## src/rtl/serial_reg_pkg.sv

```systemverilog
// Shared offsets, bit positions and decode types for the serial register front end.
// Assumes an eight-byte register window.
package serial_reg_pkg;

    localparam int REG_COUNT = 8;
    localparam int OFF_W     = 3;
    localparam int DIV_W     = 16;

    typedef enum logic [OFF_W-1:0] {
        OFF_DATA    = 3'd0,
        OFF_IEN     = 3'd1,
        OFF_IDENT   = 3'd2,
        OFF_LINE    = 3'd3,
        OFF_MODEM   = 3'd4,
        OFF_LSTAT   = 3'd5,
        OFF_MSTAT   = 3'd6,
        OFF_SCRATCH = 3'd7
    } reg_off_e;

    // Bit positions that the interrupt and routing logic decode
    localparam int LINE_DIVSEL = 7;
    localparam int MODEM_OUT2  = 3;
    localparam int MODEM_LOOP  = 4;
    localparam int IEN_RX      = 0;
    localparam int IEN_TX      = 1;
    localparam int LSTAT_RXRDY = 0;
    localparam int LSTAT_THRE  = 5;
    localparam int LSTAT_TEMT  = 6;

    localparam logic [7:0] MSTAT_FIXED = 8'hB0;

    // One write enable per writable storage element
    typedef struct packed {
        logic data;
        logic div_lo;
        logic div_hi;
        logic ien;
        logic fctl;
        logic line;
        logic modem;
        logic scratch;
    } wr_sel_t;

endpackage

```

## src/rtl/serial_reg_decode.sv

```systemverilog
// Address decoder: scales the bus address down by the address multiplier,
// flags out-of-window offsets and turns strobes into per-register selects,
// honouring divisor aliasing on offsets 0 and 1.
// Assumes ADDR_W is wide enough to hold the shifted offset range.
module serial_reg_decode
    import serial_reg_pkg::*;
#(
    parameter int ADDR_W     = 8,
    parameter int ADDR_SHIFT = 0
) (
    input  logic [ADDR_W-1:0] bus_addr,
    input  logic              bus_rd,
    input  logic              bus_wr,
    input  logic              divsel,
    output logic              hit,
    output reg_off_e          off,
    output wr_sel_t           wr_sel,
    output logic              data_rd
);

    logic [ADDR_W-1:0] off_full;

    // Scale the address and check it lies inside the window
    always_comb begin
        off_full = bus_addr >> ADDR_SHIFT;
        hit      = (off_full < ADDR_W'(REG_COUNT));
        off      = reg_off_e'(off_full[OFF_W-1:0]);
    end

    // Write selects, with divisor aliasing on offsets 0 and 1
    always_comb begin
        wr_sel = '0;
        if (bus_wr && hit) begin
            unique case (off)
                OFF_DATA:    if (divsel) wr_sel.div_lo = 1'b1; else wr_sel.data = 1'b1;
                OFF_IEN:     if (divsel) wr_sel.div_hi = 1'b1; else wr_sel.ien  = 1'b1;
                OFF_IDENT:   wr_sel.fctl    = 1'b1;
                OFF_LINE:    wr_sel.line    = 1'b1;
                OFF_MODEM:   wr_sel.modem   = 1'b1;
                OFF_SCRATCH: wr_sel.scratch = 1'b1;
                default:     wr_sel = '0;
            endcase
        end
    end

    // Data-register read consumes the received byte
    always_comb begin
        data_rd = bus_rd && hit && (off == OFF_DATA) && !divsel;
    end

endmodule

```

## src/rtl/serial_reg_ctrl.sv

```systemverilog
// Configuration storage: interrupt enable, line control, modem control,
// FIFO control, scratch and the baud divisor, plus the sticky
// transmit-ready pending flag.
// Assumes selects from serial_reg_decode are already qualified by the window.
module serial_reg_ctrl
    import serial_reg_pkg::*;
#(
    parameter logic [DIV_W-1:0] DIV_RESET  = 16'd12,
    parameter logic [7:0]       LINE_RESET = 8'h03
) (
    input  logic             clk,
    input  logic             rst_n,
    input  wr_sel_t          wr_sel,
    input  logic [7:0]       wdata,
    output logic [7:0]       ien,
    output logic [7:0]       line,
    output logic [7:0]       modem,
    output logic [7:0]       fctl,
    output logic [7:0]       scratch,
    output logic [DIV_W-1:0] divisor,
    output logic             tx_pend
);

    logic tx_enable_edge;

    // Detect the tx enable bit going from clear to set
    always_comb begin
        tx_enable_edge = wr_sel.ien && wdata[IEN_TX] && !ien[IEN_TX];
    end

    // Byte registers
    always_ff @(posedge clk) begin
        if (!rst_n) begin
            ien     <= 8'h00;
            line    <= LINE_RESET;
            modem   <= 8'h00;
            fctl    <= 8'h00;
            scratch <= 8'h00;
        end else begin
            if (wr_sel.ien)     ien     <= wdata;
            if (wr_sel.line)    line    <= wdata;
            if (wr_sel.modem)   modem   <= wdata;
            if (wr_sel.fctl)    fctl    <= wdata;
            if (wr_sel.scratch) scratch <= wdata;
        end
    end

    // Divisor bytes
    always_ff @(posedge clk) begin
        if (!rst_n) begin
            divisor <= DIV_RESET;
        end else begin
            if (wr_sel.div_lo) divisor[7:0]       <= wdata;
            if (wr_sel.div_hi) divisor[DIV_W-1:8] <= wdata;
        end
    end

    // Sticky transmit-ready pending flag
    always_ff @(posedge clk) begin
        if (!rst_n) begin
            tx_pend <= 1'b0;
        end else if (wr_sel.data || tx_enable_edge) begin
            tx_pend <= 1'b1;
        end
    end

    // enabling tx interrupts from clear marks tx pending at the next edge
    a_r8_tx_enable_marks: assert property (@(posedge clk) disable iff (!rst_n)
        (wr_sel.ien && wdata[IEN_TX] && !ien[IEN_TX]) |=> tx_pend);

    // a data write marks tx pending, and the flag never clears outside reset
    a_r4_data_write_marks: assert property (@(posedge clk) disable iff (!rst_n)
        wr_sel.data |=> tx_pend);
    a_r4_tx_pend_sticky: assert property (@(posedge clk) disable iff (!rst_n)
        tx_pend |=> tx_pend);

endmodule

```

## src/rtl/serial_reg_irq.sv

```systemverilog
// Interrupt evaluation: re-computes the pending state each clock from the
// enables and sources, builds the identification byte and gates the
// interrupt pin with the modem-control output bit.
// Assumes rx_avail is synchronous to clk.
module serial_reg_irq
    import serial_reg_pkg::*;
#(
    parameter bit FIFO_EN = 1'b1
) (
    input  logic       clk,
    input  logic       rst_n,
    input  logic [7:0] ien,
    input  logic       rx_avail,
    input  logic       tx_pend,
    input  logic       out2,
    input  logic [7:0] fctl,
    output logic [7:0] ident,
    output logic       irq
);

    logic       pend_q;
    logic       rx_q;
    logic [1:0] fifo_bits;

    // Pick whether FIFO control shows in the top identification bits
    generate
        if (FIFO_EN) begin : g_fifo_on
            assign fifo_bits = fctl[2:1];
        end else begin : g_fifo_off
            assign fifo_bits = 2'b00;
        end
    endgenerate

    // Re-evaluate pending state every clock
    always_ff @(posedge clk) begin
        if (!rst_n) begin
            pend_q <= 1'b0;
            rx_q   <= 1'b0;
        end else begin
            pend_q <= (ien[IEN_RX] && rx_avail) || (ien[IEN_TX] && tx_pend);
            rx_q   <= rx_avail;
        end
    end

    // Assemble the identification byte and the gated pin
    always_comb begin
        ident = {fifo_bits, 3'b000, rx_q, tx_pend, !pend_q};
        irq   = pend_q && out2;
    end

    // an enabled receive condition clears the no-pending bit one edge later
    a_r7_rx_pending: assert property (@(posedge clk) disable iff (!rst_n)
        (ien[IEN_RX] && rx_avail) |=> !ident[0]);

    // with no enabled source the no-pending bit is set one edge later
    a_r7_idle_nopend: assert property (@(posedge clk) disable iff (!rst_n)
        (!(ien[IEN_RX] && rx_avail) && !(ien[IEN_TX] && tx_pend)) |=> ident[0]);

    // a pending condition with the output bit held reaches the pin
    a_r9_pin_follows: assert property (@(posedge clk) disable iff (!rst_n)
        (ien[IEN_RX] && rx_avail && out2) ##1 out2 |-> irq);

endmodule

```

## src/rtl/serial_reg_front.sv

```systemverilog
// Top of the serial register front end: ties decode, storage and interrupt
// logic together, multiplexes read data and drives the character strobes.
// Assumes single-cycle bus strobes and a character side that accepts a push
// in any cycle.
module serial_reg_front
    import serial_reg_pkg::*;
#(
    parameter int ADDR_W     = 8,
    parameter int ADDR_SHIFT = 0,
    parameter bit FIFO_EN    = 1'b1
) (
    input  logic              clk,
    input  logic              rst_n,
    input  logic [ADDR_W-1:0] bus_addr,
    input  logic              bus_rd,
    input  logic              bus_wr,
    input  logic [7:0]        bus_wdata,
    output logic [7:0]        bus_rdata,
    input  logic              rx_avail,
    input  logic [7:0]        rx_byte,
    output logic              rx_pop,
    output logic [7:0]        tx_byte,
    output logic              tx_push,
    output logic [7:0]        loop_byte,
    output logic              loop_push,
    output logic              irq
);

    logic             hit;
    reg_off_e         off;
    wr_sel_t          wr_sel;
    logic             data_rd;
    logic [7:0]       ien;
    logic [7:0]       line;
    logic [7:0]       modem;
    logic [7:0]       fctl;
    logic [7:0]       scratch;
    logic [DIV_W-1:0] divisor;
    logic             tx_pend;
    logic [7:0]       ident;
    logic [7:0]       lstat;
    logic             divsel;

    assign divsel = line[LINE_DIVSEL];

    serial_reg_decode #(
        .ADDR_W     (ADDR_W),
        .ADDR_SHIFT (ADDR_SHIFT)
    ) u_decode (
        .bus_addr (bus_addr),
        .bus_rd   (bus_rd),
        .bus_wr   (bus_wr),
        .divsel   (divsel),
        .hit      (hit),
        .off      (off),
        .wr_sel   (wr_sel),
        .data_rd  (data_rd)
    );

    serial_reg_ctrl u_ctrl (
        .clk     (clk),
        .rst_n   (rst_n),
        .wr_sel  (wr_sel),
        .wdata   (bus_wdata),
        .ien     (ien),
        .line    (line),
        .modem   (modem),
        .fctl    (fctl),
        .scratch (scratch),
        .divisor (divisor),
        .tx_pend (tx_pend)
    );

    serial_reg_irq #(
        .FIFO_EN (FIFO_EN)
    ) u_irq (
        .clk      (clk),
        .rst_n    (rst_n),
        .ien      (ien),
        .rx_avail (rx_avail),
        .tx_pend  (tx_pend),
        .out2     (modem[MODEM_OUT2]),
        .fctl     (fctl),
        .ident    (ident),
        .irq      (irq)
    );

    // Line status: transmitter always idle, rx bit follows the source
    always_comb begin
        lstat              = 8'h00;
        lstat[LSTAT_RXRDY] = rx_avail;
        lstat[LSTAT_THRE]  = 1'b1;
        lstat[LSTAT_TEMT]  = 1'b1;
    end

    // Read multiplexer with divisor aliasing
    always_comb begin
        bus_rdata = 8'h00;
        if (bus_rd && hit) begin
            unique case (off)
                OFF_DATA:    bus_rdata = divsel ? divisor[7:0] : rx_byte;
                OFF_IEN:     bus_rdata = divsel ? divisor[DIV_W-1:8] : ien;
                OFF_IDENT:   bus_rdata = ident;
                OFF_LINE:    bus_rdata = line;
                OFF_MODEM:   bus_rdata = modem;
                OFF_LSTAT:   bus_rdata = lstat;
                OFF_MSTAT:   bus_rdata = MSTAT_FIXED;
                OFF_SCRATCH: bus_rdata = scratch;
                default:     bus_rdata = 8'h00;
            endcase
        end
    end

    // Character-side strobes: transmit or loop back, and receive pop
    always_comb begin
        rx_pop    = data_rd;
        tx_byte   = bus_wdata;
        loop_byte = bus_wdata;
        tx_push   = wr_sel.data && !modem[MODEM_LOOP];
        loop_push = wr_sel.data &&  modem[MODEM_LOOP];
    end

    // an offset outside the window reads as zero
    a_r1_outside_zero: assert property (@(posedge clk) disable iff (!rst_n)
        (bus_rd && !hit) |-> (bus_rdata == 8'h00));

    // an offset outside the window raises no character strobe
    a_r1_outside_quiet: assert property (@(posedge clk) disable iff (!rst_n)
        !hit |-> !(tx_push || loop_push || rx_pop));

    // divisor selection silences all character strobes
    a_r2_divsel_quiet: assert property (@(posedge clk) disable iff (!rst_n)
        divsel |-> !(rx_pop || tx_push || loop_push));

    // a written byte goes to exactly one destination
    a_r4_one_dest: assert property (@(posedge clk) disable iff (!rst_n)
        $onehot0({tx_push, loop_push}));

endmodule

```

## config.mk

```make
export PLATFORM = sky130hd
export DESIGN_NAME = serial_reg_front
export DESIGN_NICKNAME = d
export VERILOG_FILES = /design/src/rtl/serial_reg_pkg.sv /design/src/rtl/serial_reg_decode.sv /design/src/rtl/serial_reg_ctrl.sv /design/src/rtl/serial_reg_irq.sv /design/src/rtl/serial_reg_front.sv
export SDC_FILE = /design/constraint.sdc
export NUM_CORES = 1
export LEC_CHECK = 0
export ABC_CLOCK_PERIOD_IN_PS = 1700
export BUFFER_PORTS_ARGS = -buffer_cell sky130_fd_sc_hd__buf_2
export CAP_MARGIN = 20
export CORE_ASPECT_RATIO = 1.4
export CORE_MARGIN = 2
export CORE_UTILIZATION = 55
export DETAILED_ROUTE_END_ITERATION = 7
export PLACE_DENSITY = 0.78
export SYNTH_ARGS = -nofsm -noshare
export SYNTH_HDL_FRONTEND = slang
export SYNTH_SLANG_ARGS = --single-unit
```

## constraint.sdc

```tcl
create_clock -name clk -period 1.7 [get_ports clk]
set_input_delay 0.255 -clock clk [delete_from_list [all_inputs] [get_ports clk]]
set_output_delay 0.255 -clock clk [all_outputs]
set_load 0.05 [all_outputs]
```

==> metrics.md, run 1 <==
| Metric | Value |
|---|---|
| Status | `finished with violations` |
| Failing checks | `setup timing` |
| Core Region | `4880 um^2` |
| Comb power frac | `14.3%` |
| Reg2reg end | `u_ctrl.divisor[7]$_SDFFE_PN0P_` |
| Slew @ Worst Pin | `0.549 ns` |
| Filler cells | `358` |
| Tcrit/Tclk final | `115%` |
| HP Start | `rx_avail` |
| Tmin final | `1.96 ns` |
| P&R area growth vs syn | `30.5%` |
| Cell count after synthesis | `302` |
| Worst R2R Path Depth | `7` |
| Crit. End Element | `output pin` |
| Fin. Hold Viols | `0` |
| Static Leak | `0.00169 uW` |
| Total global routing overflow | `0` |
| Final setup vio count | `10` |
| Final Slew Violations | `0` |
| Post-synth top flop | `dfxtp_1` |
| DP Area | `3330 um^2` |
| Nets@finish | `398` |
| Switch Pwr | `650 uW` |
| P_int | `1850 uW` |
| # diodes | `0` |
| FMAX | `0.511 GHz` |
| Sequential fraction of the synthesis area | `38.0%` |
| CTS H-tree lvls | `2` |
| Pwr/cell area | `687 nW/um^2` |
| Vias | `2452` |
| Site Rows | `30` |
| Final hold slack | `0.198 ns` |
| Peak supply drop | `0.543 mV` |
| Drt drc | `0` |
| Simple-Gate Fraction of Synth Area | `22.6%` |
| Max-slew headroom | `63.4%` |
| Ports | `57` |
| Reg clk slew, reported paths | `0.09 ns` |
| Post-DP HPWL | `5200 um` |
| Worst Path Max Fanout | `11` |
| Worst Hold Class | `in2reg` |
| Largest net degree at the start of global routing | `21` |
| CTS max path bufs | `2` |
| Sinks on the clock net | `53` |
| Cells on Worst Hold Path | `2` |
| Iter 0 DRT Violations | `106` |
| Wire per inst | `16.9 um` |
| Routed vias/inst | `5.65` |
| Post-synth ARST share | `0%` |
| Drt total wl | `7350 um` |
| CTS tree | `done` |
| Net Sw Frac | `26.0%` |
| Worst Setup Start Kind | `register` |
| Total track usage | `26.8%` |
| Share of layout cells above drive strength 1 | `39.5%` |
| Post-layout util | `74.6%` |
| TNS Setup | `-1.58 ns` |
| WS Path Type | `reg2out` |
| Req. time, crit path | `1.44 ns` |
| Syn_nets | `331` |
| Sequential power share | `49.7%` |
| Worst Skew | `0.00121 ns` |
| Vias in the first global route | `2383` |
| Unrepaired setup endpoints after global routing | `true` |
| Syn. warnings | `0` |
| Number of synthesized register bits | `53` |
| R2R Setup Slk | `0.06 ns` |
| Final worst slack | `-0.257 ns` |
| DRT Pass-1 Iters | `5` |
| First-pass GRT wire length | `11700 um` |
| Number of synthesized flops with an enable pin | `0` |
| Worst skew pair latency | `0.31 ns` |
| Synth Cell Area | `2790 um^2` |
| Max cap viols | `0` |
| Final Instance Area | `3640 um^2` |
| Pre-CTS WS | `-0.183 ns` |
| Mux cell area share after synthesis | `19.2%` |
| Port bufs | `56` |
| Mean Syn Cell Area | `9.23 um^2` |
| Worst R2R Start | `u_ctrl.line[7]$_SDFFE_PN0P_` |
| Initial Util | `57.2%` |
| Post-Synth XOR/XNOR Area | `0%` |
| Final GP Congestion | `0.903` |
| Hold_buf cts | `0` |
| WP data arrival | `1.70 ns` |
| Antenna violations before repair | `0` |
| Compound-cell area share of the yosys netlist | `11.8%` |
| Die Width | `64.2 um` |
| Hold path endpoint | `u_irq.rx_q$_SDFF_PN0_` |
| Routed Antenna Nets | `0` |
| Cell variety after synth | `43` |
| CTS buffer count | `5` |
| Area share of fa/ha/maj cells after synthesis | `0%` |
| Root Buffer | `clkbuf_8` |
| Clk pwr share | `36.0%` |
| Largest family of logic cells by synthesized area | `simple AND/OR/NAND/NOR gates` |
| Die Height | `88.3 um` |
| DIE AREA | `5660 um^2` |
==> sequential cells by signal (all words and copies together), names as in the netlist <==
name	cells
u_ctrl.ien	8
u_ctrl.fctl	2
u_ctrl.tx_pend	1
u_ctrl.divisor	16
u_ctrl.modem	8
u_irq.pend_q	1
u_ctrl.scratch	8
u_ctrl.line	8
u_irq.rx_q	1
==> timing repair <==
item	in CTS	in global routing
setup endpoints to repair	11	24
pin swaps	10	5
resized for setup	41	4
buffers inserted	2	1
==> metrics by stage <==
stage                     power, uW  std cells
final                          2500        434
after floorplan                1500        302
after global placement         1600        423
after global routing           2580        434
after detailed placement       1600        423
after CTS                      2500        433
==> cells in the final DEF, fill, tap and decap left out, types with 2 or more instances in the layout <==
| cell type | netlist | routed |
|---|---|---|
| buf_12 | 0 | 3 |
| o21a_1 | 2 | 2 |
| and3b_1 | 2 | 2 |
| nand4b_2 | 2 | 2 |
| nor4_4 | 1 | 2 |
| nand2_1 | 29 | 28 |
| mux2_2 | 7 | 6 |
| o211ai_1 | 2 | 2 |
| nor2b_1 | 33 | 32 |
| inv_1 | 2 | 2 |
| dfxtp_1 | 53 | 52 |
| o21ai_0 | 13 | 10 |
| mux2i_1 | 41 | 41 |
| buf_6 | 1 | 11 |
| a22o_1 | 2 | 2 |
| and2_1 | 4 | 2 |
| a32oi_2 | 0 | 2 |
| clkbuf_8 | 0 | 6 |
| a21oi_2 | 0 | 5 |
| a21oi_1 | 11 | 5 |
| a22oi_1 | 4 | 3 |
| nand3_1 | 16 | 15 |
| a31oi_1 | 3 | 2 |
| mux4_2 | 2 | 2 |
| nor3b_1 | 4 | 3 |
| buf_4 | 18 | 39 |
| nand3_2 | 2 | 3 |
| buf_2 | 9 | 44 |
| o21ai_1 | 6 | 8 |
| nor2_1 | 6 | 5 |
==> layout make-up <==
| type | count | area [um^2] | area share [%] |
|---|---|---|---|
| Multi-Input combinational cell | 209 | 1660 | 45.5 |
| Clock buffer | 6 | 82.6 | 2.27 |
| Sequential cell | 53 | 1060 | 29.3 |
| Inverter | 2 | 7.51 | 0.206 |
| Tap cell | 64 | 80.1 | 2.20 |
| Clock inverter | 2 | 37.5 | 1.03 |
| Timing Repair Buffer | 98 | 712 | 19.6 |
==> cells in the mapped netlist (2+ instances only) <==
cell type  number  area share, %
buf_4          18            4.8
a21oi_1        11            2.0
buf_2           9            1.6
mux4_2          2            1.6
nand3_2         2           0.72
a32oi_1         2           0.63
a31oi_1         3           0.67
dfxtp_1        53             38
o21ai_1         6            1.1
inv_1           2           0.27
a22oi_1         4            1.1
nand3_1        16            2.9
and2_1          4           0.90
o21a_1          2           0.54
nor2_1          6           0.81
a22o_1          2           0.63
nand4b_2        2            1.1
and3_1          2           0.45
and3b_1         2           0.63
mux2i_1        41             15
mux2_2          7            2.8
clkbuf_1        9            1.2
nor3b_1         4            1.1
o21ai_0        13            2.3
nor2b_1        33            7.4
o211ai_1        2           0.54
nand2_1        29            3.9
==> worst max-delay path, stage by stage, from the launching register on <==
cell,delay [ns]
dfxtp_4,0.38
buf_12,0.14
nor4_4,0.05
a222oi_1,0.54
a21oi_4,0.10
buf_6,0.17
==> worst max-delay path by stage <==
stage,startpoint,end
2_1_floorplan,bus_addr[4],bus_rdata[1]
3_3_place_gp,bus_addr[0],bus_rdata[2]
3_5_place_dp,bus_addr[0],bus_rdata[2]
4_1_cts,u_ctrl.line[7]$_SDFFE_PN0P_,bus_rdata[2]
5_1_grt,u_ctrl.line[7]$_SDFFE_PN0P_,bus_rdata[2]
6_report,u_ctrl.line[7]$_SDFFE_PN0P_,bus_rdata[2]
==> power groups by stage <==
stage	clock network, uW	registers, uW	logic (uW)
after CTS	913	1240	348
after detailed placement	0	1270	332
after global routing	962	1240	377
after floorplan	0	1270	231
after global placement	0	1270	329
final	899	1240	357
==> routing by layer <==
layer	up-vias	GRT usage, %	part of all wire, %
li1	1186	-	-
met1	1167	32.0	41
met2	91	48.7	52
met3	8	4.45	5.2
met4	0	9.67	1.4
met5	-	0	0
==> cells by family (layout without fill, tap and decap cells) <==
logic type,after synthesis,in the layout
simple gates,107,107
mux,50,50
flops,53,53
buf+inv,40,108
compound gates,52,52
Power figures use the tool's default switching activity.
==> run 2, diff against run 1 <==
Settings changed: SETUP_SLACK_MARGIN from default to 0.3.
==> run 2 against run 1 <==
The run still ends with setup timing left. Sequential power barely moved. Die area did not move. Worst hold slack barely moved. Sequential cell count is the same. Clock power down 26%. Setup slack better by 0.0071 ns. Sequential share of layout area shrank 1.1 points. Register-to-register slack worse by 0.10 ns. First-iteration DRC count grew 6.6%. Largest cell class unchanged. Largest power group unchanged.
==> metrics.md, run 2 (same netlist as run 1, synthesis figures left out) <==
| Metric | Value |
|---|---|
| Max-slew headroom | `63.2% (was 63.4%)` |
| Final Slew Violations | `0 (unchanged)` |
| Sequential power share | `54.5% (was 49.7%)` |
| Max reg flops | `16 (unchanged)` |
| Net Sw Frac | `27.4% (was 26.0%)` |
| Peak supply drop | `0.589 mV (was 0.543 mV)` |
| Top reg by flops | `u_ctrl.divisor (unchanged)` |
| Initial Util | `57.2% (unchanged)` |
| Unrepaired setup endpoints after global routing | `true (unchanged)` |
| CTS H-tree lvls | `2 (unchanged)` |
| Worst Skew | `0.00805 ns (was 0.00121 ns)` |
| Routed vias/inst | `5.70 (was 5.65)` |
| Req. time, crit path | `1.44 ns (about the same)` |
| Clk pwr share | `29.0% (was 36.0%)` |
| DRT Pass-1 Iters | `4 (was 5)` |
| Nets@finish | `404 (was 398)` |
| Root Buffer | `clkbuf_8 (unchanged)` |
| P&R area growth vs syn | `35.4% (was 30.5%)` |
| Reg2reg end | `u_ctrl.divisor[6]$_SDFFE_PN0P_ (was u_ctrl.divisor[7]$_SDFFE_PN0P_)` |
| WS Path Type | `reg2out (unchanged)` |
| # diodes | `0 (unchanged)` |
| TNS Setup | `-2.42 ns (was -1.58 ns)` |
| Design Power | `2280 uW (was 2500 uW)` |
| Post-DP HPWL | `5220 um (was 5200 um)` |
| Die Width | `64.2 um (unchanged)` |
| Final GP Congestion | `0.887 (was 0.903)` |
| Vias in the first global route | `2382 (was 2383)` |
| Switch Pwr | `625 uW (was 650 uW)` |
| Final setup vio count | `16 (was 10)` |
| Pwr/cell area | `603 nW/um^2 (was 687 nW/um^2)` |
| Worst skew pair latency | `0.31 ns (about the same)` |
| R2R Setup Slk | `-0.04 ns (was 0.06 ns)` |
| FMAX | `0.513 GHz (was 0.511 GHz)` |
| Most common cell after layout, fill and taps aside | `dfxtp_1 (unchanged)` |
| Final worst slack | `-0.250 ns (was -0.257 ns)` |
| Worst R2R Start | `u_ctrl.line[7]$_SDFFE_PN0P_ (unchanged)` |
| Worst Hold Class | `in2reg (unchanged)` |
| Highest routing layer actually used | `met4 (unchanged)` |
| Wire per inst | `17.5 um (was 16.9 um)` |
| Max cap viols | `0 (unchanged)` |
| Hold_buf cts | `0 (unchanged)` |
| Port bufs | `56 (unchanged)` |
| Drt drc | `0 (unchanged)` |
| Vias | `2496 (was 2452)` |
| CTS buffer count | `5 (unchanged)` |
| Fin. Hold Viols | `0 (unchanged)` |
| Iter 0 DRT Violations | `113 (was 106)` |
| CTS tree | `done (unchanged)` |
| Total global routing overflow | `0 (unchanged)` |
| Crit. End Element | `output pin (unchanged)` |
| Worst Path Max Fanout | `3 (was 11)` |
| Met1 WL | `3110 um (was 3010 um)` |
| Sinks on the clock net | `53 (unchanged)` |
| Total track usage | `27.1% (was 26.8%)` |
| Failing checks | `setup timing (unchanged)` |
| Site Rows | `30 (unchanged)` |
| Worst R2R Path Depth | `9 (was 7)` |
| P_int | `1650 uW (was 1850 uW)` |
| Drt total wl | `7660 um (was 7350 um)` |
| Status | `finished with violations (unchanged)` |
| Die Height | `88.3 um (unchanged)` |
| Static Leak | `0.00172 uW (was 0.00169 uW)` |
| Reg clk slew, reported paths | `0.09 ns (about the same)` |
| Most frequent cells in the layout | `52 x dfxtp_1, 44 x buf_2, 41 x mux2i_1 (unchanged)` |
| Tcrit/Tclk final | `115% (about the same)` |
| First-pass GRT wire length | `11800 um (was 11700 um)` |
| Ports | `57 (unchanged)` |
| HP Start | `rx_avail (unchanged)` |
| Final hold slack | `0.198 ns (about the same)` |
| Core Region | `4880 um^2 (unchanged)` |
| Worst Setup Start Kind | `register (unchanged)` |
| Metal3 WL | `358 um (was 384 um)` |
| Antenna violations before repair | `0 (unchanged)` |
| Comb power frac | `16.4% (was 14.3%)` |
| Share of layout cells above drive strength 1 | `43.6% (was 39.5%)` |
| Largest net degree at the start of global routing | `29 (was 21)` |
| Cells on Worst Hold Path | `2 (unchanged)` |
| CTS max path bufs | `2 (unchanged)` |
| WP data arrival | `1.69 ns (was 1.70 ns)` |
| Routed wl met2 | `3930 um (was 3860 um)` |
| Routed Antenna Nets | `0 (unchanged)` |
| Hold path endpoint | `u_irq.rx_q$_SDFF_PN0_ (unchanged)` |
| Tmin final | `1.95 ns (was 1.96 ns)` |
| DIE AREA | `5660 um^2 (unchanged)` |
| Slew @ Worst Pin | `0.552 ns (was 0.549 ns)` |
==> run 2: power groups by stage <==
stage | Clock, uW | Sequential (uW) | Combinational (uW)
final | 661 | 1240 | 373
after detailed placement | 0 | 1270 | 338
after global routing | 718 | 1240 | 395
after CTS | 671 | 1240 | 355
after floorplan | 0 | 1270 | 231
after global placement | 0 | 1270 | 336
==> run 2: critical path, cell delays in order, from the launching register on <==
cell,delay (ns)
dfxtp_4,0.38
mux2_4,0.31
a221o_1,0.33
a21oi_2,0.15
nor2_2,0.06
buf_6,0.16
==> run 2: timing repair <==
item,in CTS,in global routing
gates resized for setup,46,31
pin swaps,11,20
hold endpoints to repair,0,0
buffers inserted,2,6
setup endpoints to repair,51,54
==> run 2: worst max path at each step <==
stage                                start                    endpoint  slack, ns  cells after the start
4_1_cts        u_ctrl.line[7]$_SDFFE_PN0P_                     tx_push      -0.26                      5
5_1_grt        u_ctrl.line[7]$_SDFFE_PN0P_                bus_rdata[7]      -0.32                      8
3_3_place_gp                   bus_addr[0]  u_ctrl.ien[4]$_SDFFE_PN0P_      -0.24                      8
3_5_place_dp                   bus_addr[0]  u_ctrl.ien[3]$_SDFFE_PN0P_      -0.28                      8
6_report       u_ctrl.line[7]$_SDFFE_PN0P_                bus_rdata[6]      -0.25                      5
2_1_floorplan                  bus_addr[4]                bus_rdata[1]      -0.18                      4
==> run 2: through the flow <==
step | std cells | util [%] | instance area [um^2] | worst slack, ns
final | 438 | 77.4 | 3780 | -0.250
after floorplan | 302 | - | 2880 | -0.176
after detailed placement | 424 | 68.7 | 3350 | -0.278
after CTS | 432 | 74.1 | 3620 | -0.264
after global routing | 438 | 77.4 | 3780 | -0.320
after global placement | 424 | 68.7 | 3350 | -0.241
==> run 2: area by class of cell <==
class,instances,area (um^2)
flip-flops and latches,53,1060
inverters,2,7.51
clock buffers,5,68.8
multi-input cells,209,1740
clock inverters,1,5.00
fillers,318,1100
well taps,64,80.1
repair buffers,104,815
==> run 2: per-layer routing <==
| metal | global-route usage, % | up-vias |
|---|---|---|
| li1 | - | 1200 |
| met3 | 3.56 | 19 |
| met5 | 0 | - |
| met4 | 11.2 | 0 |
| met1 | 33.8 | 1190 |
| met2 | 47.3 | 87 |
==> run 3, diff against run 2 <==
Settings changed: RECOVER_POWER from default to 25.
==> run 3 against run 2 <==
Clock power about the same. The flow still finishes with violations (setup timing). Critical endpoint unchanged. Non-clock buffer count unchanged. First-iteration DRC count up 2.7%. Via count rose by 1.3%. Largest cell class unchanged. Clock-buffer cell count unchanged. Critical path depth is the same. Cell count unchanged. Global-route usage unchanged.
==> metrics.md, run 3 (same netlist as run 1, synthesis figures left out) <==
| Metric | Value |
|---|---|
| Status | `finished with violations (unchanged)` |
| Failing checks | `setup timing (unchanged)` |
| Top reg by flops | `u_ctrl.divisor (unchanged)` |
| Fin. Hold Viols | `0 (unchanged)` |
| Final worst slack | `-0.246 ns (was -0.250 ns)` |
| Worst Hold Class | `in2reg (unchanged)` |
| Unrepaired setup endpoints after global routing | `true (unchanged)` |
| Design Power | `2270 uW (was 2280 uW)` |
| Switch Pwr | `622 uW (was 625 uW)` |
| Worst path buffer plus inverter count | `1 (unchanged)` |
| Vias in the first global route | `2382 (unchanged)` |
| Max cap viols | `0 (unchanged)` |
| Root Buffer | `clkbuf_8 (unchanged)` |
| Largest stage delay on the critical path | `0.38 ns (about the same)` |
| Final setup vio count | `15 (was 16)` |
| Clk pwr share | `29.0% (about the same)` |
| Site Rows | `30 (unchanged)` |
| GRT met2 Usage | `47.3% (unchanged)` |
| Sinks on the clock net | `53 (unchanged)` |
| Share of layout cells above drive strength 1 | `39.8% (was 43.6%)` |
| Worst skew pair latency | `0.31 ns (about the same)` |
| Met3 usage | `3.56% (unchanged)` |
| Worst Skew | `0.00964 ns (was 0.00805 ns)` |
| WP data arrival | `1.69 ns (about the same)` |
| Worst Setup Start Kind | `register (unchanged)` |
| Final hold slack | `0.200 ns (was 0.198 ns)` |
| Worst path cell trace | `mux2_4 > a221o_1 > a21oi_2 > nor2_2 > buf_6 (unchanged)` |
| # diodes | `0 (unchanged)` |
| Tmin final | `1.95 ns (about the same)` |
| Final GP Congestion | `0.887 (unchanged)` |
| First-pass GRT wire length | `11800 um (unchanged)` |
| Port bufs | `56 (unchanged)` |
| Initial Util | `57.2% (unchanged)` |
| Wire per inst | `17.4 um (was 17.5 um)` |
| CTS tree | `done (unchanged)` |
| Busiest grt layer | `met2 (unchanged)` |
| Filler cells | `329 (was 318)` |
| Hold_buf cts | `0 (unchanged)` |
| Reg clk slew, reported paths | `0.09 ns (about the same)` |
| Met1 usage | `33.8% (unchanged)` |
| CP top delay family | `compound AO/OA/AOI/OAI gates (unchanged)` |
| Req. time, crit path | `1.44 ns (about the same)` |
| Crit. End Element | `output pin (unchanged)` |
| Peak supply drop | `0.588 mV (was 0.589 mV)` |
| Die Width | `64.2 um (unchanged)` |
| Total track usage | `27.1% (unchanged)` |
| DRT Pass-1 Iters | `4 (unchanged)` |
| CTS buffer count | `5 (unchanged)` |
| Iter 0 DRT Violations | `116 (was 113)` |
| Worst Path Max Fanout | `3 (unchanged)` |
| Max-slew headroom | `34.6% (was 63.2%)` |
| Multi-input logic area | `1740 um^2 (unchanged)` |
| Routed Antenna Nets | `0 (unchanged)` |
| Critical Path Slowest Stage Cell | `dfxtp_4 (unchanged)` |
| Drt drc | `0 (unchanged)` |
| CTS max path bufs | `2 (unchanged)` |
| Largest net degree at the start of global routing | `29 (unchanged)` |
| P&R area growth vs syn | `34.7% (was 35.4%)` |
| FMAX | `0.514 GHz (was 0.513 GHz)` |
| Drt total wl | `7640 um (was 7660 um)` |
| Comb power frac | `16.2% (was 16.4%)` |
| Core Region | `4880 um^2 (unchanged)` |
| Ports | `57 (unchanged)` |
| Slew @ Worst Pin | `0.981 ns (was 0.552 ns)` |
| Nets@finish | `404 (unchanged)` |
| Sequential power share | `54.8% (was 54.5%)` |
| DIE AREA | `5660 um^2 (unchanged)` |
| Pwr/cell area | `604 nW/um^2 (was 603 nW/um^2)` |
| Max reg flops | `16 (unchanged)` |
| Antenna violations before repair | `0 (unchanged)` |
| Most common cell after layout, fill and taps aside | `dfxtp_1 (unchanged)` |
| Routed vias/inst | `5.77 (was 5.70)` |
| CTS H-tree lvls | `2 (unchanged)` |
| P_int | `1650 uW (about the same)` |
| Net Sw Frac | `27.4% (about the same)` |
| Total global routing overflow | `0 (unchanged)` |
| Vias | `2528 (was 2496)` |
| Post-DP HPWL | `5220 um (unchanged)` |
| Register area | `1060 um^2 (unchanged)` |
| Most frequent cells in the layout | `52 x dfxtp_1, 41 x mux2i_1, 33 x buf_4 (was 52 x dfxtp_1, 44 x buf_2, 41 x mux2i_1)` |
| Die Height | `88.3 um (unchanged)` |
| Tcrit/Tclk final | `114% (was 115%)` |
| Static Leak | `0.00168 uW (was 0.00172 uW)` |
| WS Path Type | `reg2out (unchanged)` |
| Final Slew Violations | `0 (unchanged)` |
-- run 3: what timing repair did --
action	4_1_cts	5_1_grt
endpoints found under the hold margin	0	0
resized for setup	46	31
buffers inserted	2	6
setup endpoints to repair	51	54
pin swaps	11	20
-- run 3: worst paths after layout --
path / startpoint / endpoint / slack (ns) / cells past startpoint
worst max-delay path: u_ctrl.line[7]$_SDFFE_PN0P_ / bus_rdata[6] / -0.25 / 5
worst min-delay path: rx_avail / u_irq.rx_q$_SDFF_PN0_ / 0.20 / 2
worst max register to register: u_ctrl.line[7]$_SDFFE_PN0P_ / u_ctrl.divisor[0]$_SDFFE_PN0P_ / -0.05 / 9
worst min register to register: u_ctrl.fctl[1]$_SDFFE_PN0P_ / u_ctrl.fctl[1]$_SDFFE_PN0P_ / 0.47 / 2
-- run 3: through the flow --
stage               setup TNS (ns)  worst slack [ns]  std cells  instance area (um^2)  utilization [%]
CTS                          -2.15            -0.264        432                  3620             74.1
floorplan                   -0.776            -0.176        302                  2880                -
detailed placement           -5.70            -0.278        424                  3350             68.7
global placement             -4.50            -0.241        424                  3350             68.7
finish                       -2.35            -0.246        438                  3760             77.0
global route                 -3.47            -0.320        438                  3760             77.0
-- run 3: layout make-up --
| type | instances | share of cell area [%] |
|---|---|---|
| clock inverters | 1 | 0.133 |
| repair buffers | 104 | 21.1 |
| flip-flops and latches | 53 | 28.3 |
| well taps | 64 | 2.13 |
| inverters | 2 | 0.200 |
| multi-input cells | 209 | 46.2 |
| clock buffers | 5 | 1.83 |
-- run 3: power groups by stage --
stage / registers [uW] / logic, uW / clock network (uW)
2_1_floorplan: 1270 / 231 / 0
3_3_place_gp: 1270 / 336 / 0
3_5_place_dp: 1270 / 338 / 0
4_1_cts: 1240 / 355 / 671
5_1_grt: 1240 / 390 / 718
6_report: 1240 / 368 / 658
-- run 3: metal layers --
metal,up-vias,part of all wire (%)
li1,1201,-
met1,1196,40
met2,106,51
met3,25,5.1
met4,0,3.6
met5,-,0
-- run 3: worst register-to-register path, stage by stage (launching register included) --
cell and delay [ns]:
dfxtp_4 0.38, buf_12 0.13, buf_8 0.13, buf_6 0.09, buf_4 0.10, nor4b_4 0.23, nand4b_4 0.24, buf_6 0.21
nand3_2 0.07, o21ai_1 0.07
